$ cat src/rtl/vmap_pkg.sv
package vmap_pkg;
  localparam int unsigned LANES  = 4;
  localparam int unsigned DATA_W = 8 * LANES;
  localparam int unsigned NBANK  = 2;
  typedef logic [LANES-1:0] lane_mask_t;
endpackage

$ cat src/rtl/vmap_reset_sync.sv
module vmap_reset_sync (
  input  logic clk,
  input  logic rst_n,
  output logic rst_sync_n
);
  logic stage_q;
  logic out_q;

  always_ff @(posedge clk or negedge rst_n) begin
    if (!rst_n) begin
      stage_q <= 1'b0;
      out_q   <= 1'b0;
    end else begin
      stage_q <= 1'b1;
      out_q   <= stage_q;
    end
  end

  assign rst_sync_n = out_q;
endmodule

$ cat src/rtl/vmap_window_clip.sv
// Drops address bits above the window and shortens a length that would
// run past the top of the window.
module vmap_window_clip #(
  parameter int unsigned AW = 23,
  parameter int unsigned LW = 24
) (
  input  logic [31:0]   in_addr,
  input  logic [LW-1:0] in_len,
  output logic [AW-1:0] base,
  output logic [LW-1:0] len_out
);
  localparam logic [LW:0] SPAN = (LW+1)'(1) << AW;

  logic [LW:0] space;
  logic [LW:0] len_x;
  logic        unused_hi;

  assign unused_hi = ^in_addr[31:AW];
  assign base      = in_addr[AW-1:0];

  always_comb begin
    space = SPAN - (LW+1)'(base);
    len_x = {1'b0, in_len};
    if (len_x > space) len_out = space[LW-1:0];
    else               len_out = in_len;
  end
endmodule

$ cat src/rtl/vmap_lane_gen.sv
// Byte count and lane enables for the word holding the current address.
module vmap_lane_gen
  import vmap_pkg::*;
#(
  parameter int unsigned LW = 24
) (
  input  logic [1:0]    off,
  input  logic [LW-1:0] rem,
  output lane_mask_t    be,
  output logic [2:0]    nbytes
);
  logic [2:0] room;
  logic [2:0] off3;
  logic [2:0] stop;

  always_comb begin
    off3 = {1'b0, off};
    room = 3'd4 - off3;
    if (rem < LW'(room)) nbytes = rem[2:0];
    else                 nbytes = room;
    stop = off3 + nbytes;
  end

  for (genvar i = 0; i < LANES; i++) begin : g_lane
    assign be[i] = (3'(i) >= off3) && (3'(i) < stop);
  end
endmodule

$ cat src/rtl/vmap_bank_route.sv
// Steers one access to the selected bank and merges returned read data.
module vmap_bank_route
  import vmap_pkg::*;
#(
  parameter int unsigned IW = 20
) (
  input  logic                         act,
  input  logic                         we,
  input  logic                         bank_sel,
  input  logic [IW-1:0]                idx,
  input  lane_mask_t                   be,
  input  logic [DATA_W-1:0]            wdata,
  output logic [NBANK-1:0]             en_o,
  output logic [NBANK-1:0]             we_o,
  output logic [NBANK-1:0][IW-1:0]     addr_o,
  output logic [NBANK-1:0][LANES-1:0]  be_o,
  output logic [NBANK-1:0][DATA_W-1:0] wdata_o,
  input  logic [NBANK-1:0][DATA_W-1:0] rdata,
  input  logic                         rd_sel,
  input  lane_mask_t                   rd_mask,
  output logic [DATA_W-1:0]            rd_data
);
  for (genvar b = 0; b < NBANK; b++) begin : g_bank
    logic hit;
    assign hit        = act && (bank_sel == 1'(b));
    assign en_o[b]    = hit;
    assign we_o[b]    = hit && we;
    assign addr_o[b]  = idx;
    assign be_o[b]    = hit ? be : '0;
    assign wdata_o[b] = wdata;
  end

  for (genvar i = 0; i < LANES; i++) begin : g_rlane
    assign rd_data[8*i +: 8] = rd_mask[i] ? rdata[rd_sel][8*i +: 8] : 8'h00;
  end
endmodule

$ cat src/rtl/vmap_interleave_mapper.sv
module vmap_interleave_mapper
  import vmap_pkg::*;
#(
  parameter int unsigned AW = 23,
  parameter int unsigned LW = 24
) (
  input  logic              clk,
  input  logic              rst_n,
  input  logic              req_valid,
  input  logic              req_write,
  input  logic [31:0]       req_addr,
  input  logic [LW-1:0]     req_len,
  input  logic [31:0]       wr_data,
  output logic [AW-3:0]     xfer_word,
  output logic              busy,
  output logic              done,
  output logic              rd_valid,
  output logic [31:0]       rd_data,
  output logic [3:0]        rd_be,
  output logic              b0_en,
  output logic              b0_we,
  output logic [AW-4:0]     b0_addr,
  output logic [3:0]        b0_be,
  output logic [31:0]       b0_wdata,
  input  logic [31:0]       b0_rdata,
  output logic              b1_en,
  output logic              b1_we,
  output logic [AW-4:0]     b1_addr,
  output logic [3:0]        b1_be,
  output logic [31:0]       b1_wdata,
  input  logic [31:0]       b1_rdata
);
  localparam int unsigned IW = AW - 3;

  logic rst_sync_n;

  // state registers
  logic          busy_q, busy_d;
  logic          wr_q, wr_d;
  logic [AW-1:0] addr_q, addr_d;
  logic [LW-1:0] rem_q, rem_d;
  logic          done_q, done_d;
  logic          rdv_q, rdv_d;
  logic          rdsel_q, rdsel_d;
  lane_mask_t    rdbe_q, rdbe_d;

  logic          st_en;
  logic          rd_en;
  logic [AW-1:0] clip_base;
  logic [LW-1:0] clip_len;
  lane_mask_t    cur_be;
  logic [2:0]    cur_nb;
  logic [LW-1:0] rem_after;

  logic [NBANK-1:0]             bk_en, bk_we;
  logic [NBANK-1:0][IW-1:0]     bk_addr;
  logic [NBANK-1:0][LANES-1:0]  bk_be;
  logic [NBANK-1:0][DATA_W-1:0] bk_wdata;
  logic [NBANK-1:0][DATA_W-1:0] bk_rdata;

  vmap_reset_sync i_rsync (
    .clk        (clk),
    .rst_n      (rst_n),
    .rst_sync_n (rst_sync_n)
  );

  vmap_window_clip #(.AW(AW), .LW(LW)) i_clip (
    .in_addr (req_addr),
    .in_len  (req_len),
    .base    (clip_base),
    .len_out (clip_len)
  );

  vmap_lane_gen #(.LW(LW)) i_lanes (
    .off    (addr_q[1:0]),
    .rem    (rem_q),
    .be     (cur_be),
    .nbytes (cur_nb)
  );

  assign bk_rdata[0] = b0_rdata;
  assign bk_rdata[1] = b1_rdata;

  vmap_bank_route #(.IW(IW)) i_route (
    .act      (busy_q),
    .we       (wr_q),
    .bank_sel (addr_q[2]),
    .idx      (addr_q[AW-1:3]),
    .be       (cur_be),
    .wdata    (wr_data),
    .en_o     (bk_en),
    .we_o     (bk_we),
    .addr_o   (bk_addr),
    .be_o     (bk_be),
    .wdata_o  (bk_wdata),
    .rdata    (bk_rdata),
    .rd_sel   (rdsel_q),
    .rd_mask  (rdbe_q),
    .rd_data  (rd_data)
  );

  // next state
  always_comb begin
    busy_d    = busy_q;
    wr_d      = wr_q;
    addr_d    = addr_q;
    rem_d     = rem_q;
    done_d    = 1'b0;
    rem_after = rem_q - LW'(cur_nb);
    if (busy_q) begin
      addr_d = addr_q + AW'(cur_nb);
      rem_d  = rem_after;
      if (rem_after == '0) begin
        busy_d = 1'b0;
        done_d = 1'b1;
      end
    end else if (req_valid) begin
      addr_d = clip_base;
      rem_d  = clip_len;
      wr_d   = req_write;
      if (clip_len == '0) done_d = 1'b1;
      else                busy_d = 1'b1;
    end
    rdv_d   = busy_q && !wr_q;
    rdsel_d = addr_q[2];
    rdbe_d  = cur_be;
  end

  assign st_en = busy_q | req_valid;
  assign rd_en = busy_q;

  // registers
  always_ff @(posedge clk or negedge rst_sync_n) begin
    if (!rst_sync_n) begin
      busy_q  <= 1'b0;
      wr_q    <= 1'b0;
      addr_q  <= '0;
      rem_q   <= '0;
      done_q  <= 1'b0;
      rdv_q   <= 1'b0;
      rdsel_q <= 1'b0;
      rdbe_q  <= '0;
    end else begin
      if (st_en) begin
        busy_q <= busy_d;
        wr_q   <= wr_d;
        addr_q <= addr_d;
        rem_q  <= rem_d;
      end
      if (rd_en) begin
        rdsel_q <= rdsel_d;
        rdbe_q  <= rdbe_d;
      end
      done_q <= done_d;
      rdv_q  <= rdv_d;
    end
  end

  assign xfer_word = addr_q[AW-1:2];
  assign busy      = busy_q;
  assign done      = done_q;
  assign rd_valid  = rdv_q;
  assign rd_be     = rdbe_q;

  assign b0_en    = bk_en[0];
  assign b0_we    = bk_we[0];
  assign b0_addr  = bk_addr[0];
  assign b0_be    = bk_be[0];
  assign b0_wdata = bk_wdata[0];
  assign b1_en    = bk_en[1];
  assign b1_we    = bk_we[1];
  assign b1_addr  = bk_addr[1];
  assign b1_be    = bk_be[1];
  assign b1_wdata = bk_wdata[1];
endmodule

$ cat config.mk
export PLATFORM = sky130hd
export DESIGN_NAME = vmap_interleave_mapper
export DESIGN_NICKNAME = d
export VERILOG_FILES = /design/src/rtl/vmap_pkg.sv /design/src/rtl/vmap_reset_sync.sv /design/src/rtl/vmap_window_clip.sv /design/src/rtl/vmap_lane_gen.sv /design/src/rtl/vmap_bank_route.sv /design/src/rtl/vmap_interleave_mapper.sv
export SDC_FILE = /design/constraint.sdc
export NUM_CORES = 1
export LEC_CHECK = 0
export CAP_MARGIN = 15
export CORE_ASPECT_RATIO = 0.5
export CORE_MARGIN = 8
export CORE_UTILIZATION = 43
export DETAILED_ROUTE_END_ITERATION = 16
export PLACE_DENSITY_LB_ADDON = 0.05
export SYNTH_ARGS = -nofsm -noshare
export SYNTH_HDL_FRONTEND = slang
export SYNTH_HIERARCHICAL = 1
export SYNTH_SLANG_ARGS = --single-unit
$ cat constraint.sdc
create_clock -name clk -period 6.6 [get_ports clk]
set_input_delay 1.98 -clock clk [delete_from_list [all_inputs] [get_ports clk]]
set_output_delay 1.98 -clock clk [all_outputs]
set_load 0.005 [all_outputs]
# After elaboration in Yosys (flattened, before gate mapping)
# Cells that the tools add are included.
[totals] register_bits=58 in_bits=156 out_inout_bits=176 word_cells=66
[classes] add_sub_neg=5 magnitude_cmp=11 n_mux=22 n_bitwise=3 n_reduce_logical=15
[ops] op="24-bit two-way mux" n=3
[ops] op="32-bit two-way mux" n=2
[ops] op="24-bit logical NOT" n=2
[ops] op="23-bit two-way mux" n=2
[ops] op="8-bit two-way mux" n=4
[ops] op="24-bit by 25-bit > comparator with 1-bit output" n=1
[ops] op="24-bit by 23-bit subtractor with 25-bit output, first input constant" n=1
[ops] op="24-bit by 3-bit less-than comparator with 1-bit output" n=1
[ops] op="24-bit by 3-bit subtractor with 24-bit output" n=1
[ops] op="23-bit by 3-bit adder with 23-bit output" n=1
[ops] op="1-bit logical AND" n=9
[ops] op="1-bit two-way mux" n=8
[ops] op="4-bit two-way mux" n=2
[ops] op="1-bit by 3-bit less-than comparator with 1-bit output, first input constant" n=2
[ops] op="2-bit by 3-bit less-than comparator with 1-bit output, first input constant" n=2
[ops] op="1-bit by 2-bit greater-or-equal comparator with 1-bit output, first input constant" n=2
[ops] op="2-bit greater-or-equal comparator, first input constant" n=2
[ops] op="2-bit by 3-bit adder with 3-bit output" n=1
[ops] op="3-bit two-way mux" n=1
[ops] op="3-bit AND reduction" n=1
[ops] op="3-bit by 2-bit subtractor with 3-bit output, first input constant" n=1
[ops] op="1-bit by 2-bit less-than comparator with 1-bit output, second input constant" n=1
[ops] op="1-bit inverter" n=2
[ops] op="2-bit AND reduction" n=1
[ops] op="other kinds (3)" n=3

# Longest topological paths before layout
[logic_depth] depth_word=7 mapped_depth=19 mapped_depth_nobuf=18

# By module
# The synthesis kept the hierarchy.
[by_module_without_submodules] mod="vmap_interleave_mapper" instances=1 cells_per_inst=415 area_each_um2=3799.9 seq_area_each_um2=1401.3
[by_module_without_submodules] mod="vmap_bank_route" instances=1 cells_per_inst=186 area_each_um2=1463.9 seq_area_each_um2=0.0
[by_module_without_submodules] mod="vmap_window_clip" instances=1 cells_per_inst=192 area_each_um2=1432.6 seq_area_each_um2=0.0
[by_module_without_submodules] mod="vmap_lane_gen" instances=1 cells_per_inst=51 area_each_um2=381.6 seq_area_each_um2=0.0
[by_module_without_submodules] mod="vmap_reset_sync" instances=1 cells_per_inst=3 area_each_um2=53.8 seq_area_each_um2=50.0

# Least setup slack after synthesis
# No wires, ideal clock.
[synth_path] path_type="input -> register" startpoint="input req_addr[11]" endpoint="register busy_q, in the netlist busy" setup_time_ns=0.143 arrival_ns=6.513 required_time_ns=6.457 path_slack_ns=-0.055 stages=18 path_buffers=1 cell_sequence="or4_4 or3_4 or3_4 or4_4 xnor2_2 ha_1 nand3_1 nor2_1 a2111oi_0 nand4_1 o211ai_1 buf_2 mux2i_1 nor4_1 nand4_1 nand3b_1 a21oi_1 a41oi_1"
[synth_between] elab_chain_len=7
[synth_rtl] item="start: declaration" line="vmap_interleave_mapper.sv:11" source="input logic [31:0] req_addr,"
[synth_rtl] item="24-bit by 23-bit subtractor with 25-bit output" line="vmap_window_clip.sv:22" source="space = SPAN - (LW+1)'(base);"
[synth_rtl] item="24-bit by 25-bit > comparator with 1-bit output" line="vmap_window_clip.sv:24" source="if (len_x > space) len_out = space[LW-1:0];"
[synth_rtl] item="24-bit two-way mux" line="vmap_window_clip.sv:24"
[synth_rtl] item="named net clip_len[4]" line="vmap_interleave_mapper.sv:50" source="logic [LW-1:0] clip_len;"
[synth_rtl] item="24-bit logical NOT" line="vmap_interleave_mapper.sv:121" source="if (clip_len == '0) done_d = 1'b1;"
[synth_rtl] item="1-bit two-way mux" line="vmap_interleave_mapper.sv:121"
[synth_rtl] item="1-bit two-way mux" line="vmap_interleave_mapper.sv:117" source="end else if (req_valid) begin"
[synth_rtl] item="1-bit two-way mux" line="vmap_interleave_mapper.sv:110" source="if (busy_q) begin"
[synth_rtl] item="end signal: assignment" line="vmap_interleave_mapper.sv:145" source="busy_q <= busy_d;"
[synth_rtl] item="end: declaration" line="vmap_interleave_mapper.sv:38" source="logic busy_q, busy_d;"
# The timed path passes the listed nets, and every way through them passes these cells.
# A chain may end at the register's enable or synchronous reset.

# Final worst setup path
[layout_path] startpoint="input req_addr[9]" endpoint="register busy_q, in the netlist busy"
# Same word-level chain as after synthesis.

==> impl_metrics.yaml <==
pwr:
  ir_drop_mv: 0.169
  swShare_pct: 39.8
  combPwrFrac_pct: 60.3
  pwr_density_cell_nw_per_um2: 346
  intPower_mw: 1.99
  clkPwrFrac_pct: 16.1
  leakage_nw: 4.02
  power_switching_mw: 1.32
  seq_power_share_pct: 23.6
grt:
  grt_overflow: 0
  grt_pass1_wl_mm: 36.2
  grt_antenna_before_repair: 0
  grt_max_degree: 75
  track_usage_pct: 21.3
  grt_pass1_vias: 6498
synth:
  syn_inst: 847
  synth_edf_count: 0
  synth_flop_cell: "dfrtp_1"
  ys_seq_area_share_pct: 20.4
  synthSimpleGateAreaFrac_pct: 22.4
  synth_xor_area_share_pct: 7.60
  async_flop_share_pct: 100
  ys_types: 68
  synth_fa_ha_area_share_pct: 7.33
  post_synth.cell_area_avg_sq_um: 8.42
  synthMuxAreaShare_pct: 9.81
  synth_compound_area_share_pct: 11.8
  synth_top_family_by_area: "simple AND/OR/NAND/NOR gates"
  synth-seq-cells: 58
  syn_nets: 1043
  ys.warnings.count: 6
  syn-cell-area_sq_um: 7130
sta:
  slew_headroom_pct: 37.2
  fmax_mhz: 155
  timing.final.crit_share_pct: 97.5
  drv_slew: 0
  layout_min_cycle_time_ns: 6.43
  tightestPinTransition_ns: 0.941
  fin_skew_ns: 0.00849
  setup_ws_ns: 0.166
  setup_viol: 0
  worst_hold_slack_ns: 0.353
  hold_viol: 0
cells_and_area:
  drive_gt1_share_pct: 16.3
  multiInputGateArea_sq_um: 4430
  design_area_sq_um: 9570
  final_cell_mix: "218 x clkdlybuf4s50_1, 82 x buf_4, 71 x nor2b_1"
  nets: 1185
  num-fill-cells: 1451
  final_util_pct: 58.6
  seq_area_sq_um: 1460
  area_delta_synth_final_pct: 34.1
  layout_commonest_cell: "clkdlybuf4s50_1"
  antenna_cells: 0
cts:
  clk_pin_slew_ns: 0.06
  cts_buffers: 9
  cts.htree.levels: 3
  cts_tree: "yes"
  cts_num_sinks: 58
  root_buffer: "clkbuf_16"
  clockBufferDepth: 2
  worst_skew_pair.late_latency_ns: 0.34
  ctsHoldBuffers: 0
setup_path:
  ff2ff_path_depth: 17
  start_kind: "input port"
  cp-end-kind: "register"
  worstPathMaxFanout: 4
  critPathRequiredTime_ns: 6.79
  cp.arrival_ns: 6.63
  critical_path_class: "in2reg"
place:
  routabilityCongestion: 0.934
  place_area_sq_um: 8950
  port_buffers: 226
  place_ws_ns: -0.776
  dpl.hpwl_mm: 18.4
detailed_routing:
  drtIter0Drc: 300
  ant_nets: 0
  dr.pass1.iters: 4
  wl_mm: 23.4
  dr_total_vias: 6387
  wl_per_cell_um: 19.2
  vias_per_cell: 5.23
  drc: 0
worst_hold_path:
  whs_path_depth: 0
  min_path_type: "reg2reg"
die:
  core_area_sq_um: 16300
  die_y_um: 107
  initial_core_util_pct: 43.7
  std_cell_rows: 33
  die-area_sq_um: 21200
  ios: 332
  die_w_um: 198
outcome:
  status: "finished, final reports clean"
flow_run:
  cap_violations: 0
-- layer usage --
| metal | routed length [um] | vias up | track usage [%] |
|---|---|---|---|
| met5 | 0 | - | 1.16 |
| met4 | 336 | 0 | 5.35 |
| met3 | 1440 | 36 | 4.94 |
| met2 | 10800 | 246 | 35.4 |
| met1 | 10800 | 3009 | 27.6 |
| li1 | - | 3096 | - |
-- layout make-up --
| class | instances | area share (%) |
|---|---|---|
| Clock inverter | 2 | 0.628 |
| Timing Repair Buffer | 312 | 30.5 |
| Tap cell | 227 | 2.97 |
| Clock buffer | 14 | 2.76 |
| Multi-Input combinational cell | 566 | 46.3 |
| Sequential cell | 58 | 15.2 |
| Inverter | 42 | 1.65 |
-- repair_timing --
item	4_1_cts	5_1_grt
pin swaps	15	19
buffers inserted	4	4
setup endpoints to repair	3	8
resized for setup	24	33
-- cells in the mapped netlist (4+ instances only) --
library cell	number	area (sq um)
a211oi_1	41	308
a21oi_1	53	265
and2_1	6	37.5
and3_1	8	50.1
buf_4	150	1130
clkbuf_1	19	71.3
dfrtp_1	58	1450
ha_1	37	463
inv_1	42	158
mux2_2	7	78.8
mux2i_1	62	621
nand2_1	34	128
nand2b_1	4	25.0
nand3_1	8	40.0
nand3b_1	4	30.0
nand4_1	13	81.3
nor2_1	36	135
nor2b_1	71	444
nor3_1	20	100
nor3b_1	6	45.0
nor4_1	15	93.8
nor4_2	4	50.1
o21ai_0	16	80.1
or3_1	9	56.3
or4_4	5	56.3
xnor2_1	26	228
xor2_1	34	298
-- power by group through the flow --
stage               clock (mW)  combinational (mW)  sequential, mW
finish                   0.532                2.00           0.783
floorplan                    0                1.37           0.659
global route             0.560                2.19           0.820
detailed placement           0                1.96           0.787
global placement             0                1.92           0.779
CTS                      0.544                1.99           0.783
-- worst max-delay path, stage by stage --
cell	delay, ns
clkbuf_2	0.09
or4_4	0.54
or3_4	0.34
or3_4	0.36
or4_4	0.53
xnor2_4	0.19
ha_4	0.23
nand3_4	0.08
nor3_4	0.04
a2111oi_2	0.37
buf_4	0.18
nand4_1	0.07
o211ai_1	0.25
buf_4	0.19
mux2_4	0.32
nor4_4	0.26
nand4_1	0.13
nand3b_1	0.24
a21oi_2	0.19
a41oi_2	0.05
-- flip-flops by register name, indices dropped and copies added, names as in the netlist --
signal              cells
rd_valid                1
addr_q                 23
rdsel_q                 1
i_rsync/rst_sync_n      1
busy                    1
rd_be                   4
done                    1
wr_q                    1
i_rsync/stage_q         1
rem_q                  24
-- stage by stage --
step                      power [mW]  std cells  TNS (ns)
after floorplan                 2.03        847         0
after global placement          2.70       1197     -4.72
after detailed placement        2.75       1197     -5.37
after CTS                       3.32       1217         0
after global routing            3.57       1221   -0.0237
final                           3.31       1221         0
-- path summary, 6_finish.rpt --
kind	to	from	slack [ns]
max reg2reg	busy$_DFFE_PN0P_	addr_q[1]$_DFFE_PN0P_	1.87
max in group asynchronous	i_rsync/rst_sync_n$_DFF_PN0_	rst_n	4.67
min reg2reg	i_rsync/rst_sync_n$_DFF_PN0_	i_rsync/stage_q$_DFF_PN0_	0.35
min in group asynchronous	addr_q[7]$_DFFE_PN0P_	i_rsync/rst_sync_n$_DFF_PN0_	0.42
min	i_rsync/rst_sync_n$_DFF_PN0_	i_rsync/stage_q$_DFF_PN0_	0.35
max	busy$_DFFE_PN0P_	req_addr[9]	0.17
-- kinds of logic after synthesis --
kind of cell | Yosys count
adder cells (fa/ha/maj) | 40
multiplexers | 69
flip-flops | 58
AO/OA/AOI/OAI | 131
AND/OR/NAND/NOR | 264
XOR/XNOR | 61
buffers and inverters | 223
other | 1
Power figures use the tool's default switching activity.
